`src/rtl/acq_stat_pkg.sv`:
```
package acq_stat_pkg;

   localparam int STAT_W      = 8;
   localparam int NUM_FLAGS   = 5;
   localparam int NUM_LINES   = 6;
   localparam int LVL_CODE_W  = 3;

   localparam int BIT_CVEN    = 7;
   localparam int BIT_NE      = 6;
   localparam int BIT_HF      = 5;

   typedef struct packed {
      logic ovf;
      logic cdown;
      logic pacer;
      logic dma;
   } acq_evt_t;

   function automatic logic [NUM_LINES-1:0] level_onehot(input logic [LVL_CODE_W-1:0] code);
      logic [NUM_LINES-1:0] r;
      case (code)
         3'b001:  r = 6'b000001;
         3'b010:  r = 6'b000010;
         3'b011:  r = 6'b000100;
         3'b101:  r = 6'b001000;
         3'b110:  r = 6'b010000;
         3'b111:  r = 6'b100000;
         default: r = 6'b000000;
      endcase
      return r;
   endfunction

endpackage

```
`src/rtl/acq_event_gate.sv`:
```
module acq_event_gate
   import acq_stat_pkg::*;
(
   input  logic                  clk,
   input  logic                  rst_n,
   input  logic                  fifo_enable,
   input  logic                  fifo_not_empty,
   input  logic                  fifo_half_full,
   input  logic                  fifo_ovf_evt,
   input  logic                  about_trig_en,
   input  logic                  cdown_tc_evt,
   input  logic                  pacer_irq_en,
   input  logic                  pacer_tc_evt,
   input  logic                  dma_en,
   input  logic                  dma_tc_evt,
   input  logic                  fifo_irq_mode,
   input  logic [LVL_CODE_W-1:0] irq_level_code,
   output acq_evt_t              evt_set,
   output logic                  int_req
);

   logic ne_prev, hf_prev;
   logic ne_rise, hf_rise, fifo_src, irq_on;

   always_ff @(posedge clk) begin
      if (!rst_n) begin
         ne_prev <= 1'b0;
         hf_prev <= 1'b0;
      end else begin
         ne_prev <= fifo_not_empty;
         hf_prev <= fifo_half_full;
      end
   end

   always_comb begin
      ne_rise       = fifo_not_empty & ~ne_prev;
      hf_rise       = fifo_half_full & ~hf_prev;
      evt_set.ovf   = fifo_enable   & fifo_ovf_evt;
      evt_set.cdown = about_trig_en & cdown_tc_evt;
      evt_set.pacer = pacer_irq_en  & pacer_tc_evt;
      evt_set.dma   = dma_en        & dma_tc_evt;
      fifo_src      = dma_en ? 1'b0 : (fifo_irq_mode ? hf_rise : ne_rise);
      irq_on        = (irq_level_code[1:0] != 2'b00);
      int_req       = irq_on & ((evt_set != '0) | fifo_src);
   end

   // with DMA on and no counter/DMA event, FIFO edges never raise a request
   assert_dma_mutes_fifo_R9: assert property (@(posedge clk) disable iff (!rst_n)
      (dma_en && !fifo_ovf_evt && !cdown_tc_evt && !pacer_tc_evt && !dma_tc_evt) |-> !int_req);

endmodule

```
`src/rtl/acq_irq_pulser.sv`:
```
module acq_irq_pulser
   import acq_stat_pkg::*;
#(
   parameter int PULSE_W = 4
)(
   input  logic                  clk,
   input  logic                  rst_n,
   input  logic                  int_flag,
   input  logic [LVL_CODE_W-1:0] level_code,
   output logic [NUM_LINES-1:0]  irq_lines
);

   localparam int CW = $clog2(PULSE_W + 1);

   generate
      if (PULSE_W < 1 || PULSE_W > 255) begin : g_bad_width
         $error("acq_irq_pulser: PULSE_W must be 1..255");
      end
   endgenerate

   logic                  flag_d;
   logic                  int_rise;
   logic [CW-1:0]         cnt_q;
   logic [LVL_CODE_W-1:0] code_q;
   logic                  active;

   assign int_rise = int_flag & ~flag_d;
   assign active   = (cnt_q != '0);

   always_ff @(posedge clk) begin
      if (!rst_n) begin
         flag_d <= 1'b0;
         cnt_q  <= '0;
         code_q <= '0;
      end else begin
         flag_d <= int_flag;
         if (int_rise) begin
            cnt_q  <= CW'(PULSE_W);
            code_q <= level_code;
         end else if (active) begin
            cnt_q  <= cnt_q - 1'b1;
         end
      end
   end

   assign irq_lines = active ? level_onehot(code_q) : '0;

   // a flag rise always launches a pulse on the next clock
   assert_pulse_launch_R12: assert property (@(posedge clk) disable iff (!rst_n)
      int_rise |=> active);

   // never more than one line high
   assert_single_line_R11: assert property (@(posedge clk) disable iff (!rst_n)
      $onehot0(irq_lines));

endmodule

```
`src/rtl/acq_status_reg.sv`:
```
module acq_status_reg
   import acq_stat_pkg::*;
#(
   parameter int PULSE_W = 4
)(
   input  logic        clk,
   input  logic        rst_n,
   input  logic        wr_en,
   input  logic [7:0]  wr_data,
   input  logic        fifo_enable,
   input  logic        fifo_not_empty,
   input  logic        fifo_half_full,
   input  logic        fifo_ovf_evt,
   input  logic        about_trig_en,
   input  logic        cdown_tc_evt,
   input  logic        pacer_irq_en,
   input  logic        pacer_tc_evt,
   input  logic        dma_en,
   input  logic        dma_tc_evt,
   input  logic        fifo_irq_mode,
   input  logic [2:0]  irq_level_code,
   output logic [7:0]  status_q,
   output logic [5:0]  irq_lines,
   output logic        stop_conv
);

   acq_evt_t             evt_set;
   logic                 int_req;
   logic [NUM_FLAGS-1:0] set_vec;
   logic [NUM_FLAGS-1:0] flag_q;
   logic                 cven_q;
   logic                 stop_q;
   logic                 unused_wr_bits;

   assign unused_wr_bits = ^wr_data[BIT_NE:BIT_HF];

   acq_event_gate u_gate (
      .clk            (clk),
      .rst_n          (rst_n),
      .fifo_enable    (fifo_enable),
      .fifo_not_empty (fifo_not_empty),
      .fifo_half_full (fifo_half_full),
      .fifo_ovf_evt   (fifo_ovf_evt),
      .about_trig_en  (about_trig_en),
      .cdown_tc_evt   (cdown_tc_evt),
      .pacer_irq_en   (pacer_irq_en),
      .pacer_tc_evt   (pacer_tc_evt),
      .dma_en         (dma_en),
      .dma_tc_evt     (dma_tc_evt),
      .fifo_irq_mode  (fifo_irq_mode),
      .irq_level_code (irq_level_code),
      .evt_set        (evt_set),
      .int_req        (int_req)
   );

   assign set_vec = {evt_set.ovf, evt_set.cdown, evt_set.pacer, evt_set.dma, int_req};

   genvar gi;
   generate
      for (gi = 0; gi < NUM_FLAGS; gi++) begin : g_flag
         always_ff @(posedge clk) begin
            if (!rst_n)
               flag_q[gi] <= 1'b0;
            else if (set_vec[gi])
               flag_q[gi] <= 1'b1;
            else if (wr_en && !wr_data[gi])
               flag_q[gi] <= 1'b0;
         end
      end
   endgenerate

   always_ff @(posedge clk) begin
      if (!rst_n) begin
         cven_q <= 1'b0;
         stop_q <= 1'b0;
      end else begin
         stop_q <= evt_set.ovf;
         if (evt_set.ovf)
            cven_q <= 1'b0;
         else if (wr_en)
            cven_q <= wr_data[BIT_CVEN];
      end
   end

   assign status_q  = {cven_q, fifo_not_empty, fifo_half_full, flag_q};
   assign stop_conv = stop_q;

   acq_irq_pulser #(.PULSE_W(PULSE_W)) u_pulser (
      .clk        (clk),
      .rst_n      (rst_n),
      .int_flag   (flag_q[0]),
      .level_code (irq_level_code),
      .irq_lines  (irq_lines)
   );

   // overflow kills convert enable and requests a stop
   assert_ovf_stops_R3: assert property (@(posedge clk) disable iff (!rst_n)
      (fifo_enable && fifo_ovf_evt) |=> (!status_q[7] && status_q[4] && stop_conv));

   // DMA flag cannot appear while DMA is off
   assert_dma_gate_R4: assert property (@(posedge clk) disable iff (!rst_n)
      (!dma_en && !status_q[1]) |=> !status_q[1]);

   // write-zero clears countdown flag when no event competes
   assert_clear_zero_R5: assert property (@(posedge clk) disable iff (!rst_n)
      (wr_en && !wr_data[3] && !(about_trig_en && cdown_tc_evt)) |=> !status_q[3]);

   // event beats a simultaneous clear
   assert_event_wins_R6: assert property (@(posedge clk) disable iff (!rst_n)
      (wr_en && !wr_data[2] && pacer_irq_en && pacer_tc_evt) |=> status_q[2]);

   // interrupt flag stays low under a disabled level code
   assert_int_needs_level_R10: assert property (@(posedge clk) disable iff (!rst_n)
      (irq_level_code[1:0] == 2'b00 && !status_q[0]) |=> !status_q[0]);

endmodule

```
`config.mk`:
```
export PLATFORM = sky130hd
export DESIGN_NAME = acq_status_reg
export DESIGN_NICKNAME = d
export VERILOG_FILES = /design/src/rtl/acq_stat_pkg.sv /design/src/rtl/acq_event_gate.sv /design/src/rtl/acq_irq_pulser.sv /design/src/rtl/acq_status_reg.sv
export SDC_FILE = /design/constraint.sdc
export NUM_CORES = 1
export LEC_CHECK = 0
export BUFFER_PORTS_ARGS = -buffer_cell sky130_fd_sc_hd__buf_2
export CAP_MARGIN = 25
export CORE_MARGIN = 8
export CORE_UTILIZATION = 35
export CTS_BUF_LIST = sky130_fd_sc_hd__clkbuf_16
export DETAILED_ROUTE_END_ITERATION = 7
export PLACE_DENSITY = 0.72
export RECOVER_POWER = 100
export SLEW_MARGIN = 20
export SYNTH_ARGS = -nofsm -noshare
export SYNTH_HDL_FRONTEND = slang
export SYNTH_SLANG_ARGS = --single-unit
```
`constraint.sdc`:
```
create_clock -name clk -period 2.15 [get_ports clk]
set_input_delay 0.1075 -clock clk [delete_from_list [all_inputs] [get_ports clk]]
set_output_delay 0.1075 -clock clk [all_outputs]
set_load 0.005 [all_outputs]
```
* After elaboration in Yosys (flattened, before gate mapping)
Cells that the tools add are included.
** Storage, ports and cells
- Flip-flop bits (word level) :: 16
- Bits in latches :: 0
- Memory bits (writable) :: 0
- ROM bits :: 0
- Input port bits :: 25
- Memories :: 0
** Cells by class
- Add/subtract/negate cells :: 1
- Multiplexer cells :: 16
- Equal/unequal tests :: 6
- Reduce and logical (&&, ||, !) cells :: 21
- Divide/modulo/power cells :: 0
- Shift operators :: 0
- Order comparisons :: 0
- $mul :: 0
- Bitwise logic cells :: 13
** Operators with widths (count)
- $pmux 6 s6 :: 1
- $reduce_bool 2->1 :: 7
- $mux 1 :: 12
- $eq 3x3->1 const B :: 3
- $and 1x1->1 :: 8
- $eq 3x2->1 const B :: 2
- $mux 3 :: 2
- $mux 6 :: 1
- $logic_and 1x1->1 :: 5
- $logic_not 1->1 :: 5
- $not 1->1 :: 4
- $reduce_bool 4->1 :: 1
- $reduce_or 2->1 :: 2
- $eq 3x1->1 const B :: 1
- $reduce_bool 3->1 :: 1
- $sub 3x1->3 const B :: 1
- $or 1x1->1 :: 1

* Logic depth before layout (Yosys ltp)
Gate-level depths: netlist of run 1.
- Depth after elaboration :: 7
- Mapped depth :: 7

* Hierarchy
From an unflattened synthesis of run 1, not the netlist that was laid out.
** Unflattened totals
- Cell total of the unflattened synthesis :: 87
- Area, all modules :: 788.3 µm²
** By module, submodules not included
- acq_irq_pulser :: cells an instance 44, seq. area each 140.1 µm², area each 374.1 µm², times used 1
- acq_status_reg :: cells an instance 28, seq. area each 140.1 µm², area each 292.8 µm², times used 1
- acq_event_gate :: cells an instance 15, seq. area each 40.0 µm², area each 121.4 µm², times used 1

* Worst setup path before layout of run 1
Ideal clock, no wire load.
- Kind :: flip-flop to output port
- Start :: register u_pulser.cnt_q[0]
- End :: output port irq_lines[4]
- Cell stages (with the launch flop) :: 7
- Required time :: 2.043 ns
- Data arrival time :: 1.170 ns
- Setup slack :: 0.873 ns
- Buffers on the path :: 1
- Cells stage by stage :: dfxtp_1 > inv_1 > ha_1 > ha_1 > buf_2 > nand2b_1 > nor2_1
** On the way
- Word-level cells in the longest chain between the ends :: 2
** RTL lines
- start, declared :: RTL line acq_irq_pulser.sv:23 : logic [CW-1:0] cnt_q;
- start signal, assigned :: RTL line acq_irq_pulser.sv:38 : cnt_q <= CW'(PULSE_W);
- start signal, assigned :: RTL line acq_irq_pulser.sv:41 : cnt_q <= cnt_q - 1'b1;
- $reduce_bool 3->1 :: RTL line acq_irq_pulser.sv:28 : assign active = (cnt_q != '0);
- $mux 6 :: RTL line acq_irq_pulser.sv:46 : assign irq_lines = active ? level_onehot(code_q) : '0;
- end, declared :: RTL line acq_status_reg.sv:23 : output logic [5:0] irq_lines,
No other way between the ends.

* Final worst setup path of run 1
- Start :: register u_pulser.cnt_q[0]
- End :: output port irq_lines[5]
The elaborated chain is that of the path after synthesis.

==> results of run 1 <==
cell families after synthesis:
kind of cell | count (synthesis) | synth area share
simple gates | 36 | 0.239
compound gates | 16 | 0.144
flops | 16 | 0.444
buf+inv | 11 | 0.0815
fa+ha+maj | 3 | 0.0520
mux | 2 | 0.0277
xor+xnor | 1 | 0.0121
cells in the final DEF (no fill, tap or decap):
master	count
o221ai_1	1
a21oi_1	2
and2_1	1
or3b_1	1
nand4_1	1
nor2b_1	1
buf_2	24
clkbuf_1	13
and3_1	1
nand3b_1	1
nor3_1	3
dfxtp_1	16
mux2i_1	2
nor2_1	7
ha_1	3
nand2_1	14
clkbuf_16	3
a21boi_0	8
nand2b_1	4
xor2_1	1
o21ai_0	5
and2_0	2
inv_1	5
worst paths after layout:
| check | start | to | slack [ns] | cells after the start |
|---|---|---|---|---|
| min reg2reg | u_pulser.cnt_q[1] | u_pulser.cnt_q[1] | 0.49 | 2 |
| max | u_pulser.cnt_q[0] | irq_lines[5] | 0.47 | 6 |
| max reg2reg | u_pulser.cnt_q[0] | u_pulser.cnt_q[2] | 0.86 | 5 |
| min | fifo_not_empty | u_gate.ne_prev | 0.09 | 2 |
layer usage:
| metal | track usage | part of all wire | up-vias |
|---|---|---|---|
| met5 | 0 | 0 | - |
| met4 | 0.0584 | 0.020 | 0 |
| met3 | 0.0480 | 0.11 | 3 |
| met2 | 0.154 | 0.44 | 29 |
| met1 | 0.107 | 0.44 | 282 |
| li1 | - | - | 345 |
stage by stage:
stage | cell area, um2 | setup slack, ns
final | 960 | 0.472
after global routing | 960 | 0.341
after CTS | 976 | 0.460
after detailed placement | 901 | 0.724
after global placement | 901 | 0.784
after floorplan | 722 | 0.873
state kept, by name, summed over array words and instances (netlist names):
| register | flops |
|---|---|
| status_q | 5 |
| u_pulser.cnt_q | 3 |
| u_pulser.code_q | 3 |
| cven_q | 1 |
| stop_conv | 1 |
| u_gate.hf_prev | 1 |
| u_gate.ne_prev | 1 |
| u_pulser.flag_d | 1 |
power groups by stage:
stage	combinational [W]	sequential (W)	clock, W
final	0.000206	0.000355	0.000351
after global routing	0.000241	0.000359	0.000372
after CTS	0.000215	0.000355	0.000361
after detailed placement	0.000214	0.000361	0
after global placement	0.000201	0.000358	0
after floorplan	0.000158	0.000357	0
critical path: stages, from the launching register on:
cell,delay [ns]
dfxtp_1,0.33
inv_1,0.05
ha_1,0.20
ha_1,0.29
nand2b_1,0.21
nor2_1,0.12
clkbuf_1,0.12
final cells by class:
cell class                      count  share of cell area
Multi-Input combinational cell     58               0.357
Sequential cell                    16               0.334
Timing Repair Buffer               37               0.176
Clock buffer                        3              0.0782
Tap cell                           27              0.0352
Inverter                            5              0.0196
==> flow_metrics.py, run 1 <==
metrics = {
    "clock_network": {
        "hold_buffers": 0,
        "cts-root-buf": "clkbuf_16",
        "clock_sinks": 16,
        "cts_tree": "done",
        "ctsHtreeMaxLevel": 1,
        "clock_latency_ns": 0.24,
        "cts_buffers": 3,
        "cts_resized": 0,
        "post_cts_buffers": 0,
        "clk_pin_slew_ns": 0.05,
        "cts_buffer_depth": 2,
    },
    "yosys": {
        "ys.flop_type": "dfxtp_1",
        "synthCells": 85,
        "synth_area_um2": 722,
        "yosys-top-cells-count": "dfxtp_1, nand2_1, nor2_1",
        "yosysTopAreaCellShare": 0.444,
        "syn_avg_cell_area_um2": 8.49,
        "synth-seq-area-share": 0.444,
        "ys_seq_elements": 16,
        "syn_nets": 113,
        "synthTopCellsByArea": "dfxtp_1, nand2_1, a21boi_0",
        "yosysTopAreaCell": "dfxtp_1",
        "synth_edf_count": 0,
        "synth.distinct_cells": 22,
        "synthArstFlopShare": 0,
        "yosys.cell_count.top_type": "dfxtp_1",
        "yosys_warnings": 0,
    },
    "die": {
        "die_h_um": 61.4,
        "die_area_um2": 3770,
        "num_io_pins": 40,
        "start_util": 0.368,
        "die_x_um": 61.4,
        "coreArea_um2": 1960,
        "num_rows": 16,
    },
    "layout": {
        "fill_cells": 232,
        "num_antenna_cells": 0,
        "post-route-util": 0.489,
        "regArea_um2": 320,
        "syn2layout_area_growth_pct": 32.9,
        "layout-drive-gt1-share": 0.227,
        "final_cells": 146,
        "multi_input_area_um2": 343,
        "nets": 149,
    },
    "sta": {
        "setup_tns_ns": 0,
        "period_share": 0.780,
        "worst_pin_slew_ns": 0.551,
        "hold_ws_ns": 0.0886,
        "rsz0062_at_grt": "false",
        "fmax_mhz": 596,
        "drv_slew": 0,
        "layout_min_cycle_time_ns": 1.68,
        "hold_viol": 0,
        "relSlewSlack": 0.633,
        "fin_worst_skew_ns": 0.00107,
        "setup_viol": 0,
    },
    "power_and_ir_drop": {
        "power.total_w": 0.000912,
        "p_comb_frac": 0.226,
        "power.internal_w": 0.000673,
        "p_sw_frac": 0.262,
        "p_sw_w": 0.000239,
        "max-vdd-ir-drop_v": 0.000427,
        "powerDensity_nw_per_um2": 950,
        "p_leak_nw": 0.432,
        "p_clk_frac": 0.385,
        "seqPwrFrac": 0.389,
    },
    "detailed_routing": {
        "drtIter0Drc": 5,
        "antenna_left": 0,
        "wirelength_mm": 1.72,
        "dr.pass1.iters": 3,
        "drc": 0,
        "routedWlPerCell_um": 11.8,
        "vias": 659,
        "viasPerCell": 4.51,
    },
    "global_routing": {
        "grtUsageTotal": 0.0992,
        "grt_max_degree": 16,
        "grt_first_pass_wirelength_mm": 2.79,
        "grt_pass1_vias": 681,
        "antenna_found_initial": 0,
        "grt-ovfl-total": 0,
    },
    "worst_hold_path": {
        "worstHoldPathType": "in2reg",
    },
    "critical_path": {
        "setup.worst_path.class": "reg2out",
        "start_kind": "register",
        "critPathMaxFanout": 8,
        "crit_path_end_kind": "output port",
        "worst-endpoint-arrival_ns": 1.57,
        "worstPathRequired_ns": 2.04,
    },
    "outcome": {
        "status": "completed",
    },
    "place": {
        "place_congestion": 0.725,
        "dp.cells": 143,
        "place_hpwl_mm": 1.42,
        "port_buffers": 37,
    },
    "run": {
        "cap_violations": 0,
    },
}
No activity file was read; power rests on OpenSTA's default activity.
==> run 2: changes to the inputs <==
Settings changed: PLACE_DENSITY 0.72 to 0.74.
Clock period 2.15 ns to 1.4 ns, I/O delays scaled along.
==> run 2 against run 1 <==
Clock power grew 53%. Register-to-register slack lost 0.65 ns. Die area is the same. Flip-flop and latch count is the same. Clock-buffer cell count is the same. Combinational power grew 120%. Critical endpoint unchanged. Largest power group unchanged.
==> flow_metrics.py, run 2 (same netlist as run 1, synthesis figures left out) <==
metrics = {
    "clock_network": {
        "ctsHtreeMaxLevel": 1,
        "cts_tree": "done",
        "clock_latency_ns": 0.24,
        "cts_buffer_depth": 2,
        "clk_pin_slew_ns": 0.05,
        "clock_sinks": 16,
        "cts-root-buf": "clkbuf_16",
        "cts_buffers": 3,
    },
    "sta": {
        "rsz0062_at_grt": "true",
        "worst_pin_slew_ns": 0.525,
        "hold_viol": 0,
        "setup_viol": 0,
        "relSlewSlack": 0.650,
        "drv_slew": 0,
        "fin_worst_skew_ns": 0.000931,
        "layout_setup_ws_ns": 0.0516,
        "period_share": 0.963,
        "setup_tns_ns": 0,
        "layout_min_cycle_time_ns": 1.35,
        "fmax_mhz": 742,
    },
    "global_routing": {
        "grt_pass1_vias": 696,
        "grt_first_pass_wirelength_mm": 2.71,
        "grt_max_degree": 16,
        "grtUsageTotal": 0.0965,
        "grt-ovfl-total": 0,
        "antenna_found_initial": 0,
    },
    "power_and_ir_drop": {
        "max-vdd-ir-drop_v": 0.000813,
        "powerDensity_nw_per_um2": 1520,
        "p_clk_frac": 0.346,
        "p_sw_frac": 0.264,
        "seqPwrFrac": 0.357,
        "p_sw_w": 0.000411,
        "p_comb_frac": 0.297,
        "power.internal_w": 0.00115,
        "p_leak_nw": 0.478,
    },
    "worst_hold_path": {
        "worstHoldPathType": "in2reg",
        "holdPathEnd": "u_gate.ne_prev",
        "holdPathStages": 2,
        "min_from": "fifo_not_empty",
    },
    "layout": {
        "nets": 151,
        "final_common_cell": "buf_2",
        "layout_common_cells": "buf_2, nand2_1, dfxtp_1",
        "num_antenna_cells": 0,
        "layout-drive-gt1-share": 0.352,
        "largest_reg_flops": 5,
        "final_cells": 149,
        "post-route-util": 0.522,
        "fill_cells": 212,
        "syn2layout_area_growth_pct": 41.8,
    },
    "critical_path": {
        "r2r_setup_slack_ns": 0.21,
        "worstPathRequired_ns": 1.33,
        "worstReg2RegStart": "u_pulser.cnt_q[1]",
        "crit_path_end_kind": "output port",
        "start_kind": "register",
        "worst-endpoint-arrival_ns": 1.28,
        "critPathMaxFanout": 5,
        "setup.worst_path.class": "reg2out",
        "regToRegEndpoint": "u_pulser.cnt_q[2]",
        "r2r_cells": 6,
    },
    "detailed_routing": {
        "antenna_left": 0,
        "dr.pass1.iters": 4,
        "drc": 0,
        "wirelength_mm": 1.68,
        "vias": 681,
        "drtIter0Drc": 22,
        "viasPerCell": 4.57,
        "routedWlPerCell_um": 11.3,
    },
    "place": {
        "place_congestion": 0.702,
        "dp.cells": 143,
        "port_buffers": 37,
        "place_hpwl_mm": 1.40,
        "place_ws_ns": 0.0325,
    },
    "run": {
        "cap_violations": 0,
    },
    "die": {
        "die_h_um": 61.4,
        "num_io_pins": 40,
        "die_area_um2": 3770,
        "num_rows": 16,
        "start_util": 0.368,
        "die_x_um": 61.4,
        "coreArea_um2": 1960,
    },
    "outcome": {
        "status": "completed",
    },
}
[run 2: stage by stage]
stage	hold WS [ns]	power (W)	cell area, um2
finish	0.0512	0.00156	1020
global route	0.0641	0.00168	1020
CTS	0.0469	0.00153	1010
detailed placement	0.295	0.000885	901
global placement	0.293	0.000861	901
floorplan	0.192	0.000791	722
[run 2: worst max path at each step]
| stage | from | to | slack (ns) | depth (start not counted) |
|---|---|---|---|---|
| 6_report | u_pulser.cnt_q[1] | irq_lines[5] | 0.05 | 6 |
| 3_5_place_dp | u_pulser.cnt_q[0] | irq_lines[4] | 0.03 | 6 |
| 2_1_floorplan | u_pulser.cnt_q[0] | irq_lines[4] | 0.16 | 6 |
| 3_3_place_gp | u_pulser.cnt_q[0] | irq_lines[5] | 0.08 | 6 |
| 5_1_grt | u_pulser.cnt_q[1] | irq_lines[3] | -0.02 | 6 |
| 4_1_cts | u_pulser.cnt_q[1] | irq_lines[4] | 0.002 | 6 |
[run 2: power by group through the flow]
stage	clock network, W	logic, W	registers (W)
detailed placement	0	0.000331	0.000554
finish	0.000538	0.000463	0.000555
global placement	0	0.000310	0.000552
global route	0.000580	0.000535	0.000563
floorplan	0	0.000242	0.000549
CTS	0.000554	0.000420	0.000554
[run 2: worst max-delay path, cell delays in order, from the launching register on]
cell and delay (ns):
dfxtp_2 0.33, inv_2 0.04, ha_4 0.16, ha_4 0.17, nand2b_4 0.14, nor2_1 0.08, buf_2 0.12
[run 2: per-layer routing]
| layer | GRT usage | routed length, um | part of all wire |
|---|---|---|---|
| met2 | 0.157 | 774 | 0.46 |
| met3 | 0.0271 | 125 | 0.074 |
| met5 | 0 | 0 | 0 |
| met4 | 0.0487 | 25 | 0.015 |
| met1 | 0.113 | 757 | 0.45 |
[run 2: final cells by class]
type                            instances  area (um2)  share of cell area
Multi-Input combinational cell         58         378               0.369
Sequential cell                        16         323               0.315
Timing Repair Buffer                   39         191               0.187
Clock buffer                            3        75.1              0.0733
Tap cell                               27        33.8              0.0330
Inverter                                5        18.8              0.0183
Clock inverter                          1        3.75             0.00367
[run 2: timing repair]
item,4_1_cts,5_1_grt
resized for setup,7,3
endpoints found under the setup margin,6,6
hold buffers,0,0
setup buffers,1,1
pin swaps,2,2
